===== config.mk =====
export PLATFORM = sky130hd
export DESIGN_NAME = fft_lane_shuffler
export DESIGN_NICKNAME = d
export VERILOG_FILES = /design/src/rtl/fft_shuffle_pkg.sv /design/src/rtl/fft_shuffle_ctrl.sv /design/src/rtl/fft_shuffle_buf.sv /design/src/rtl/fft_shuffle_xbar.sv /design/src/rtl/fft_lane_shuffler.sv
export SDC_FILE = /design/constraint.sdc
export NUM_CORES = 1
export LEC_CHECK = 0
export BUFFER_PORTS_ARGS = -buffer_cell sky130_fd_sc_hd__buf_4
export CORE_MARGIN = 4
export CORE_UTILIZATION = 41
export DETAILED_ROUTE_END_ITERATION = 6
export HOLD_SLACK_MARGIN = 0.05
export SYNTH_ARGS = -nofsm -noshare
export SYNTH_HDL_FRONTEND = slang
export SYNTH_HIERARCHICAL = 1
export SYNTH_SLANG_ARGS = --single-unit

===== constraint.sdc =====
create_clock -name clk -period 3.27 [get_ports clk]
set_input_delay 0.8175 -clock clk [delete_from_list [all_inputs] [get_ports clk]]
set_output_delay 0.8175 -clock clk [all_outputs]
set_load 0.005 [all_outputs]

===== src/rtl/fft_shuffle_pkg.sv =====
`timescale 1ns/1ps
package fft_shuffle_pkg;

    typedef enum logic [1:0] {
        SH_FILL     = 2'd0,
        SH_CROSS    = 2'd1,
        SH_STRAIGHT = 2'd2
    } shuf_state_e;

    function automatic int unsigned span_bits(input int unsigned span);
        return (span < 2) ? 1 : $clog2(span);
    endfunction

endpackage


===== src/rtl/fft_shuffle_ctrl.sv =====
`timescale 1ns/1ps
module fft_shuffle_ctrl
    import fft_shuffle_pkg::*;
#(
    parameter int unsigned LANE_SPAN = 8,
    localparam int unsigned AW = span_bits(LANE_SPAN)
) (
    input  logic          clk,
    input  logic          rst,
    input  logic          in_valid,
    output logic          sel,
    output logic [AW-1:0] addr,
    output logic          emit,
    output shuf_state_e   state
);

    logic [AW:0] cnt_q;
    shuf_state_e state_q;
    shuf_state_e state_d;
    logic half_end;

    assign half_end = (cnt_q[AW-1:0] == AW'(LANE_SPAN - 1));

    // counter: advances on valid input only
    always_ff @(posedge clk) begin
        if (rst) begin
            cnt_q <= '0;
        end else if (in_valid) begin
            cnt_q <= cnt_q + 1'b1;
        end
    end

    // state register
    always_ff @(posedge clk) begin
        if (rst) begin
            state_q <= SH_FILL;
        end else begin
            state_q <= state_d;
        end
    end

    // next-state
    always_comb begin
        state_d = state_q;
        unique case (state_q)
            SH_FILL:     if (in_valid && half_end) state_d = SH_CROSS;
            SH_CROSS:    if (in_valid && half_end) state_d = SH_STRAIGHT;
            SH_STRAIGHT: if (in_valid && half_end) state_d = SH_CROSS;
            default:     state_d = SH_FILL;
        endcase
    end

    // outputs
    always_comb begin
        sel  = cnt_q[AW];
        addr = cnt_q[AW-1:0];
        unique case (state_q)
            SH_FILL:     emit = 1'b0;
            SH_CROSS:    emit = in_valid;
            SH_STRAIGHT: emit = in_valid;
            default:     emit = 1'b0;
        endcase
    end

    assign state = state_q;

endmodule


===== src/rtl/fft_shuffle_buf.sv =====
`timescale 1ns/1ps
module fft_shuffle_buf #(
    parameter int unsigned DEPTH = 8,
    parameter int unsigned WIDTH = 32,
    parameter int unsigned AW    = 3
) (
    input  logic             clk,
    input  logic             rst,
    input  logic             en,
    input  logic [AW-1:0]    addr,
    input  logic [WIDTH-1:0] wr_data,
    output logic [WIDTH-1:0] rd_data
);

    logic [WIDTH-1:0] mem [DEPTH];

    // The slot at addr was written exactly DEPTH enabled cycles ago.
    assign rd_data = mem[addr];

    always_ff @(posedge clk) begin
        if (rst) begin
            for (int i = 0; i < DEPTH; i++) begin
                mem[i] <= '0;
            end
        end else if (en) begin
            mem[addr] <= wr_data;
        end
    end

endmodule


===== src/rtl/fft_shuffle_xbar.sv =====
`timescale 1ns/1ps
module fft_shuffle_xbar #(
    parameter int unsigned WIDTH = 32
) (
    input  logic             sel,
    input  logic [WIDTH-1:0] up_in,
    input  logic [WIDTH-1:0] in_head,
    output logic [WIDTH-1:0] park_data,
    output logic [WIDTH-1:0] lo_next
);

    always_comb begin
        if (sel) begin
            park_data = in_head;
            lo_next   = up_in;
        end else begin
            park_data = up_in;
            lo_next   = in_head;
        end
    end

endmodule


===== src/rtl/fft_lane_shuffler.sv =====
`timescale 1ns/1ps
module fft_lane_shuffler
    import fft_shuffle_pkg::*;
#(
    parameter int unsigned LANE_SPAN = 8,
    parameter int unsigned SAMPLE_W  = 16
) (
    input  logic                       clk,
    input  logic                       rst,
    input  logic                       in_valid,
    input  logic signed [SAMPLE_W-1:0] up_re,
    input  logic signed [SAMPLE_W-1:0] up_im,
    input  logic signed [SAMPLE_W-1:0] lo_re,
    input  logic signed [SAMPLE_W-1:0] lo_im,
    output logic                       out_valid,
    output logic signed [SAMPLE_W-1:0] out_up_re,
    output logic signed [SAMPLE_W-1:0] out_up_im,
    output logic signed [SAMPLE_W-1:0] out_lo_re,
    output logic signed [SAMPLE_W-1:0] out_lo_im
);

    localparam int unsigned AW = span_bits(LANE_SPAN);
    localparam int unsigned CW = 2 * SAMPLE_W;

    logic          sel_w;
    logic [AW-1:0] addr_w;
    logic          emit_w;
    shuf_state_e   state_w;

    logic [CW-1:0] up_pack;
    logic [CW-1:0] lo_pack;
    logic [CW-1:0] in_head;
    logic [CW-1:0] out_head;
    logic [CW-1:0] park_w;
    logic [CW-1:0] lo_next;
    logic [CW-1:0] up_q;
    logic [CW-1:0] lo_q;
    logic          ov_q;

    assign up_pack = {up_re, up_im};
    assign lo_pack = {lo_re, lo_im};

    fft_shuffle_ctrl #(.LANE_SPAN(LANE_SPAN)) u_ctrl (
        .clk      (clk),
        .rst      (rst),
        .in_valid (in_valid),
        .sel      (sel_w),
        .addr     (addr_w),
        .emit     (emit_w),
        .state    (state_w)
    );

    // input-side buffer: delays the lower lane
    fft_shuffle_buf #(.DEPTH(LANE_SPAN), .WIDTH(CW), .AW(AW)) u_in_buf (
        .clk     (clk),
        .rst     (rst),
        .en      (in_valid),
        .addr    (addr_w),
        .wr_data (lo_pack),
        .rd_data (in_head)
    );

    fft_shuffle_xbar #(.WIDTH(CW)) u_xbar (
        .sel       (sel_w),
        .up_in     (up_pack),
        .in_head   (in_head),
        .park_data (park_w),
        .lo_next   (lo_next)
    );

    // output-side buffer: feeds the upper output
    fft_shuffle_buf #(.DEPTH(LANE_SPAN), .WIDTH(CW), .AW(AW)) u_out_buf (
        .clk     (clk),
        .rst     (rst),
        .en      (in_valid),
        .addr    (addr_w),
        .wr_data (park_w),
        .rd_data (out_head)
    );

    always_ff @(posedge clk) begin
        if (rst) begin
            up_q <= '0;
            lo_q <= '0;
            ov_q <= 1'b0;
        end else begin
            ov_q <= emit_w;
            if (emit_w) begin
                up_q <= out_head;
                lo_q <= lo_next;
            end
        end
    end

    assign out_valid = ov_q;
    assign out_up_re = up_q[CW-1:SAMPLE_W];
    assign out_up_im = up_q[SAMPLE_W-1:0];
    assign out_lo_re = lo_q[CW-1:SAMPLE_W];
    assign out_lo_im = lo_q[SAMPLE_W-1:0];

endmodule


# Word-level counts from Yosys, hierarchy flattened
# Memory sizes are Yosys's and may differ from the RTL's. A register that Yosys moved wholly into a read port is not among the register bits.
# Index checks and enable logic that the tools add are counted.
totals:
  reg_bits: 39
  ramBits: 512
  inputBits: 67
  out_inout_bits: 65
  mem_count: 2
op_classes:
  addsub: 1
  eq_ne: 5
  muxes: 19
  reduce_logical: 7
mem_list:
  columns: ["memory", "depth", "width", "read_ports", "rd_ports_with_merged_regs", "write_ports", "line", "text"]
  rows:
  - ["u_in_buf.mem", 8, 32, 1, 1, 8, "fft_shuffle_buf.sv:15", "logic [WIDTH-1:0] mem [DEPTH];"]
  - ["u_out_buf.mem", 8, 32, 1, 1, 8, "fft_shuffle_buf.sv:15", null]
ops:
  columns: ["op", "count"]
  rows:
  - ["32-bit two-way mux", 4]
  - ["32-bit OR reduction", 2]
  - ["3-bit two-way mux", 4]
  - ["1-bit two-way mux", 8]
  - ["4-bit by 1-bit adder with 4-bit output (second input constant)", 1]
  - ["2-bit two-way mux", 2]
  - ["2-bit by 1-bit inequality test with 1-bit output (second input constant)", 2]
  - ["2-bit case mux with 2 select lines", 1]
  - ["2-bit OR reduction", 2]
  - ["3-bit == test (second input constant)", 1]
  - ["2-bit by 1-bit == test with 1-bit output (second input constant)", 1]
  - ["2-bit == test (second input constant)", 1]
  - ["2-bit logical NOT", 1]
  - ["2-bit AND reduction", 1]
  - ["1-bit logical AND", 1]

# Depth between registers and ports, before layout
# Gate-level depths: netlist (run 1).
depth:
  word_depth: 5
  ltp_mapped: 9
  mapped_depth_nobuf: 6

# Cells and area by module
# Netlist (run 1), hierarchy kept.
by_module_without_submodules:
  columns: ["mod", "instances", "cells_each", "area_per_inst_um2", "seq_area_each_um2"]
  rows:
  - ["fft_shuffle_buf at u_in_buf", 1, 698, 11517.3, 7687.4]
  - ["fft_shuffle_buf at u_out_buf", 1, 705, 11502.3, 7687.4]
  - ["fft_lane_shuffler", 1, 208, 2311.0, 1301.2]
  - ["fft_shuffle_xbar", 1, 71, 1077.3, 0.0]
  - ["fft_shuffle_ctrl", 1, 34, 347.8, 120.1]

# Worst setup path after synthesis (run 1)
# OpenSTA, ideal clock, no wires.
synth_path:
  path_type: "in2reg"
  start: "in rst"
  end: "mem u_out_buf.mem[0][0] (enable)"
  setup_time_ns: 0.375
  t_arrival_ns: 1.919
  required_ns: 2.895
  slack_ns: 0.977
  path_stages: 3
  n_path_buf: 0
  cell_sequence: "or3b_4 -> nor3_4 -> or2_2"
synth_lines:
  columns: ["item", "line", "text"]
  rows:
  - ["start: declaration", "fft_lane_shuffler.sv:9", "input logic rst,"]
  - ["end: declaration", "fft_shuffle_buf.sv:15", null]

==> summary.md, run 1 <==
| Metric | Value |
|---|---|
| Terminus of the critical flop-to-flop path | `u_out_buf/mem[1][16]` |
| Drt drc | `0` |
| DIE AREA | `0.0694 mm^2` |
| Crit Path Class | `flop to flop` |
| CTS tree | `done` |
| FF+latch count, synth | `583` |
| Synth cell count leaders | `and2_1, edfxtp_1, mux4_2, nor2_1, dfxtp_1` |
| Final setup fails | `0` |
| Total of max-cap violations | `0` |
| Syn-to-layout area delta | `15.4%` |
| Power per cell area | `549 mW/mm^2` |
| WL final | `66900 um` |
| Placed cell area | `0.0288 mm^2` |
| RSZ-0062 raised after global routing | `no` |
| H-tree depth | `3` |
| Design Area, Final | `0.0309 mm^2` |
| Die span in y | `263 um` |
| Hold Crit Endpoint | `up_q[11]` |
| Slew headroom | `0.368` |
| Total CTS buffers | `66` |
| First-pass GRT wire length | `100000 um` |
| Post-synth EDFFs | `512` |
| Startpoint types | `flop` |
| Critical path data required time | `3.60 ns` |
| Setup crit end kind | `flop` |
| Drt initial violations | `960` |
| Library cells used by synthesis | `41` |
| Fraction of layout cells with a size suffix above 1 | `0.292` |
| Via count | `14472` |
| Initial Util | `0.414` |
| CP max FO | `31` |
| Io pins | `132` |
| Share of the synthesized area in the top cell type | `0.575` |
| Root Buffer | `clkbuf_16` |
| Vias per cell | `5.20` |
| Hpwl dp | `39900 um` |
| Setup_tns | `0 ns` |
| GR Overflow Total | `0` |
| All-Layer GR Usage | `0.192` |
| Yosys top cell by area | `edfxtp_1` |
| Per-cell routed wire length | `24.0 um` |
| Pre-CTS setup slack | `0.501 ns` |
| Synthesized Nets | `1790` |
| Reg2reg path depth | `5` |
| Initial antenna violation count | `2` |
| Most used DFF post-synth | `edfxtp_1` |
| Antenna viol nets, final | `0` |
| Hold slack final | `0.497 ns` |
| HP Class | `flop to flop` |
| Reg-to-reg critical path startpoint | `u_ctrl/cnt_q[0]` |
| Worst Max-Slew Pin Slew | `0.947 ns` |
| First-pass DRT Iterations | `5` |
| Netlist Area Pre-Place | `0.0268 mm^2` |
| Site Rows | `93` |
| Leakage | `11.4 nW` |
| Core Region | `0.0646 mm^2` |
| Worst Hold Launch | `up_q[11]` |
| Worst EP arrival | `3.07 ns` |
| Post-Syn Area per Cell | `15.6 um^2` |
| Final clock skew | `0.0152 ns` |
| Port-buffer cells | `131` |
| Fin crit period | `2.74 ns` |
| Die Span X | `263 um` |
| Dominant cells by area after synthesis | `edfxtp_1, and2_1, mux4_2` |
| Worst vdd ir | `0.349 mV` |
| Largest net degree at the start of global routing | `55` |
| CTS clk-pin slew, worst paths | `0.06 ns` |
| Fin crit share | `0.837` |
| Worst-skew pair later-pin latency | `0.59 ns` |
| Seq/Total Area, Yosys | `0.628` |
| Cells after synthesis | `1716` |
| Max Freq | `365 MHz` |
| Post-synth ARST share | `0` |
| Clock Tree Buf Depth | `3` |
| Yosys warns | `6` |
| Fin. Hold Viols | `0` |
| Clock Sinks | `583` |
| GP Congestion | `0.746` |
| Post-CTS resize count | `0` |
| Slew Limit Fails | `0` |
| Status | `complete, no violations` |
| Hold depth | `2` |
| Cts hold-fix bufs | `0` |
| Final setup margin | `0.534 ns` |
| Post-CTS Setup Inserts | `0` |
| Final net count | `1947` |
| Number of global-route vias before repair | `15403` |
| R2r setup slk | `0.53 ns` |
[cells by family after synthesis]
group / synth area share
simple gates: 0.152
flops: 0.628
mux: 0.184
buf+inv: 0.0291
compound gates: 0.00295
fa+ha+maj: 0.00327
xor+xnor: 0.000655
[cells in the final DEF (no fill, tap or decap), types with 9 or more instances in the layout]
| cell type | n |
|---|---|
| and2_1 | 512 |
| edfxtp_1 | 512 |
| buf_4 | 182 |
| mux4_2 | 126 |
| nor2_1 | 71 |
| clkbuf_16 | 71 |
| mux2i_1 | 68 |
| dfxtp_1 | 67 |
| nand2_1 | 67 |
| mux2_4 | 60 |
| mux2_2 | 45 |
| clkbuf_1 | 20 |
| buf_12 | 18 |
| or2_2 | 16 |
| clkinv_2 | 13 |
| clkinv_1 | 12 |
| nor2_2 | 9 |
[through the flow]
stage | total power, mW | util | cells
after floorplan | 9.59 | - | 1716
final | 16.9 | 0.478 | 2782
after CTS | 17.1 | 0.478 | 2780
after global placement | 10.2 | 0.447 | 2660
after global routing | 17.6 | 0.478 | 2780
after detailed placement | 10.2 | 0.447 | 2660
[registers in the layout, indices dropped and copies added, names as in the netlist]
name	count
u_out_buf/mem	256
u_ctrl/cnt_q	4
out_valid	1
u_in_buf/mem	256
up_q	32
lo_q	32
u_ctrl/state	2
[where the power goes]
group          leakage (nW)  switching [mW]  total [mW]  internal, mW
logic                  4.53           0.766        1.48         0.710
registers              5.88           0.132        8.52          8.39
clock network         0.998            2.87        6.93          4.06
total                  11.4            3.77        16.9          13.2
[worst max path at each step]
| stage | start | to | depth (start not counted) |
|---|---|---|---|
| after floorplan | rst | u_out_buf/mem[0][0] | 3 |
| after global placement | u_ctrl/cnt_q[0] | u_out_buf/mem[0][16] | 5 |
| after detailed placement | u_ctrl/cnt_q[0] | u_out_buf/mem[0][16] | 5 |
| after CTS | u_ctrl/cnt_q[0] | u_out_buf/mem[6][25] | 5 |
| after global routing | u_ctrl/cnt_q[0] | u_out_buf/mem[0][16] | 5 |
| final | u_ctrl/cnt_q[0] | u_out_buf/mem[1][16] | 5 |
[final cells by class]
type	instances	area [um^2]
fillers	5534	33700
flip-flops and latches	583	16800
multi-input cells	1016	9210
clock buffers	92	1870
repair buffers	200	1730
well taps	855	1070
clock inverters	28	158
inverters	6	22.5
diodes	2	5.00
[routing by layer]
metal / vias to the layer above / track usage / share of wire
li1: 6558 / - / -
met4: 2 / 0.0522 / 0.025
met1: 7452 / 0.253 / 0.42
met2: 355 / 0.328 / 0.50
met3: 105 / 0.0390 / 0.052
met5: - / 0 / 0.00013
[worst max-delay path: stages, from the launching register on]
cell and delay, ns:
dfxtp_4 0.80, buf_4 0.38, mux4_2 0.53, mux2_2 0.28, mux2_4 0.32, and2_1 0.16
No activity file was read; power rests on OpenSTA's default activity.
==> run 2: changes to the inputs <==
==> constraint.sdc (replaced) <==
create_clock -name clk -period 2.65 [get_ports clk]
set_input_delay 0.6625 -clock clk [delete_from_list [all_inputs] [get_ports clk]]
set_output_delay 0.6625 -clock clk [all_outputs]
set_load 0.005 [all_outputs]
==> run 2 against run 1 <==
Die area did not move. Hold slack lost 0.097 ns. Utilization grew 0.20 points. Sequential power is 23% higher. Cell area grew 0.41%. Register-to-register slack got worse by 0.26 ns.
==> summary.md, run 2 (synthesized netlist as in run 1, its figures left out) <==
| Metric | Value |
|---|---|
| Vias per cell | `5.20 (about the same)` |
| Fin crit period | `2.38 ns (-0.355 ns)` |
| Max Freq | `420 MHz (+15%)` |
| Die Span X | `263 um (unchanged)` |
| DIE AREA | `0.0694 mm^2 (unchanged)` |
| Fraction of layout cells with a size suffix above 1 | `0.296 (+0.00387)` |
| Total power | `20.9 mW (+23%)` |
| Hold depth | `2 (unchanged)` |
| Design Area, Final | `0.0310 mm^2 (+0.41%)` |
| GR Overflow Total | `0 (unchanged)` |
| Largest registers | `u_in_buf/mem (256), u_out_buf/mem (256)` |
| Final net count | `1961 (+0.72%)` |
| Crit-path cells | `buf_4 > mux4_2 > mux2_2 > mux2_4 > and2_1` |
| Port-buffer cells | `131 (unchanged)` |
| Initial Util | `0.414 (unchanged)` |
| Power per cell area | `674 mW/mm^2 (+23%)` |
| Core Region | `0.0646 mm^2 (unchanged)` |
| Number of global-route vias before repair | `15301 (-0.66%)` |
| Initial antenna violation count | `6 (+4)` |
| WL final | `66400 um (-0.78%)` |
| Setup_tns | `0 ns (unchanged)` |
| Final core occ | `0.480 (+0.00198)` |
| GP Congestion | `0.761 (+2.0%)` |
| Slowest stage delay, CP | `0.66 ns (-0.14 ns)` |
| Post-CTS resize count | `0 (unchanged)` |
| Placed cell area | `0.0290 mm^2 (+0.49%)` |
| Global Route met1 Usage | `0.249 (-0.00330)` |
| Drt drc | `0 (unchanged)` |
| Combinational fraction of design power | `0.090 (+0.003)` |
| Sequential power share | `0.502 (about the same)` |
| Most frequent cells in the layout | `and2_1, edfxtp_1, buf_4` |
| Site Rows | `93 (unchanged)` |
| Sw Ratio | `0.222 (-0.000602)` |
| Final setup fails | `0 (unchanged)` |
| Post-CTS Setup Inserts | `0 (unchanged)` |
| RSZ-0062 raised after global routing | `no` |
| Clock Tree Buf Depth | `3 (unchanged)` |
| Io pins | `132 (unchanged)` |
| CP max-delay cell | `dfxtp_4` |
| Syn-to-layout area delta | `15.8%` |
| Total of max-cap violations | `0 (unchanged)` |
| Fin. Hold Viols | `0 (unchanged)` |
| Largest net degree at the start of global routing | `66 (+20%)` |
| Busiest metal layer after global routing | `met2` |
| Final clock skew | `0.0266 ns (+0.0113 ns)` |
| Leakage | `11.5 nW (+0.54%)` |
| Clock power share | `0.408 (about the same)` |
| Reg2reg path depth | `5 (unchanged)` |
| Hpwl dp | `40500 um (+1.6%)` |
| Crit Path Class | `flop to flop` |
| Drt initial violations | `1053 (+9.7%)` |
| Worst vdd ir | `0.420 mV (+20%)` |
| Worst Max-Slew Pin Slew | `0.614 ns (-0.333 ns)` |
| Slew Limit Fails | `0 (unchanged)` |
| Antenna viol nets, final | `0 (unchanged)` |
| CTS clk-pin slew, worst paths | `0.05 ns (about the same)` |
| Total CTS buffers | `66 (unchanged)` |
| GR Util met2 | `0.332 (+0.00414)` |
| Per-cell routed wire length | `23.7 um (-1.2%)` |
| CP max FO | `26 (-16%)` |
| Filler cell count | `5531 (-0.054%)` |
| Die span in y | `263 um (unchanged)` |
| All-Layer GR Usage | `0.190 (-0.00196)` |
| NetSw | `4.64 mW (+23%)` |
| Worst EP arrival | `2.71 ns (-0.36 ns)` |
| CP top delay family | `multiplexers` |
| Clock Sinks | `583 (unchanged)` |
| Root Buffer | `clkbuf_16` |
| Global routing usage on met3 | `0.0322 (-0.00673)` |
| Cts hold-fix bufs | `0 (unchanged)` |
| HP Class | `input port to flop` |
| Setup crit end kind | `flop` |
| Critical Path Stages | `5 (unchanged)` |
| Status | `complete, no violations` |
| First-pass DRT Iterations | `5 (unchanged)` |
| Internal power contribution | `16.2 mW (+23%)` |
| Critical path data required time | `2.98 ns (-0.62 ns)` |
| Register area | `0.0168 mm^2 (unchanged)` |
| First-pass GRT wire length | `99700 um (-0.63%)` |
| CTS tree | `done` |
| CP Buf/Inv Count | `1 (unchanged)` |
| Via count | `14531 (+0.41%)` |
| H-tree depth | `3 (unchanged)` |
| Startpoint types | `flop` |
| Worst-skew pair later-pin latency | `0.59 ns (about the same)` |
| Fin crit share | `0.899 (+0.0618)` |
| Slew headroom | `0.591 (+0.222)` |
| Multi-input combinational cell area | `0.00921 mm^2 (unchanged)` |
-- run 2: cell count changes in the layout (fill, tap and decap cells not counted), sizes merged --
cell	delta
buf	+14
clkbuf	+5
clkinv	-9
diode	+1
inv	+2
-- run 2: worst paths after layout --
kind                   startpoint                   to  slack (ns)
setup / recovery  u_ctrl/cnt_q[2]  u_out_buf/mem[7][3]        0.27
hold reg to reg          up_q[23]             up_q[23]        0.49
hold / removal           lo_im[7]   u_in_buf/mem[2][7]        0.40
setup reg to reg  u_ctrl/cnt_q[2]  u_out_buf/mem[7][3]        0.27
-- run 2: layout make-up --
class | instances | share of cell area
diodes | 3 | 0.000242
clock buffers | 97 | 0.0604
clock inverters | 21 | 0.00432
inverters | 6 | 0.000727
multi-input cells | 1016 | 0.297
flip-flops and latches | 583 | 0.542
well taps | 855 | 0.0345
repair buffers | 214 | 0.0603
-- run 2: worst reg2reg max path: stages, from the launching register on --
cell and delay [ns]:
dfxtp_4 0.66, buf_4 0.32, mux4_2 0.34, mux2_2 0.31, mux2_4 0.32, and2_1 0.16
-- run 2: stage by stage --
| step | worst slack, ns | std cells | hold slack [ns] |
|---|---|---|---|
| final | 0.269 | 2795 | 0.400 |
| after global routing | 0.175 | 2792 | 0.393 |
| after CTS | 0.217 | 2792 | 0.370 |
| after detailed placement | 0.255 | 2674 | 0.484 |
| after global placement | 0.270 | 2674 | 0.480 |
| after floorplan | 0.466 | 1716 | 0.485 |
-- run 2: routing by layer --
metal / routed length (um) / up-vias
li1: - / 6571
met1: 28100 / 7547
met2: 33800 / 331
met3: 3270 / 78
met4: 1160 / 4
met5: 30 / -
-- run 2: power by group through the flow --
stage / Combinational [mW] / Clock (mW) / Sequential [mW]
floorplan: 1.22 / 0 / 10.6
global placement: 1.89 / 0 / 10.7
detailed placement: 1.90 / 0 / 10.7
CTS: 1.91 / 8.73 / 10.5
global route: 2.01 / 9.14 / 10.5
finish: 1.88 / 8.52 / 10.5
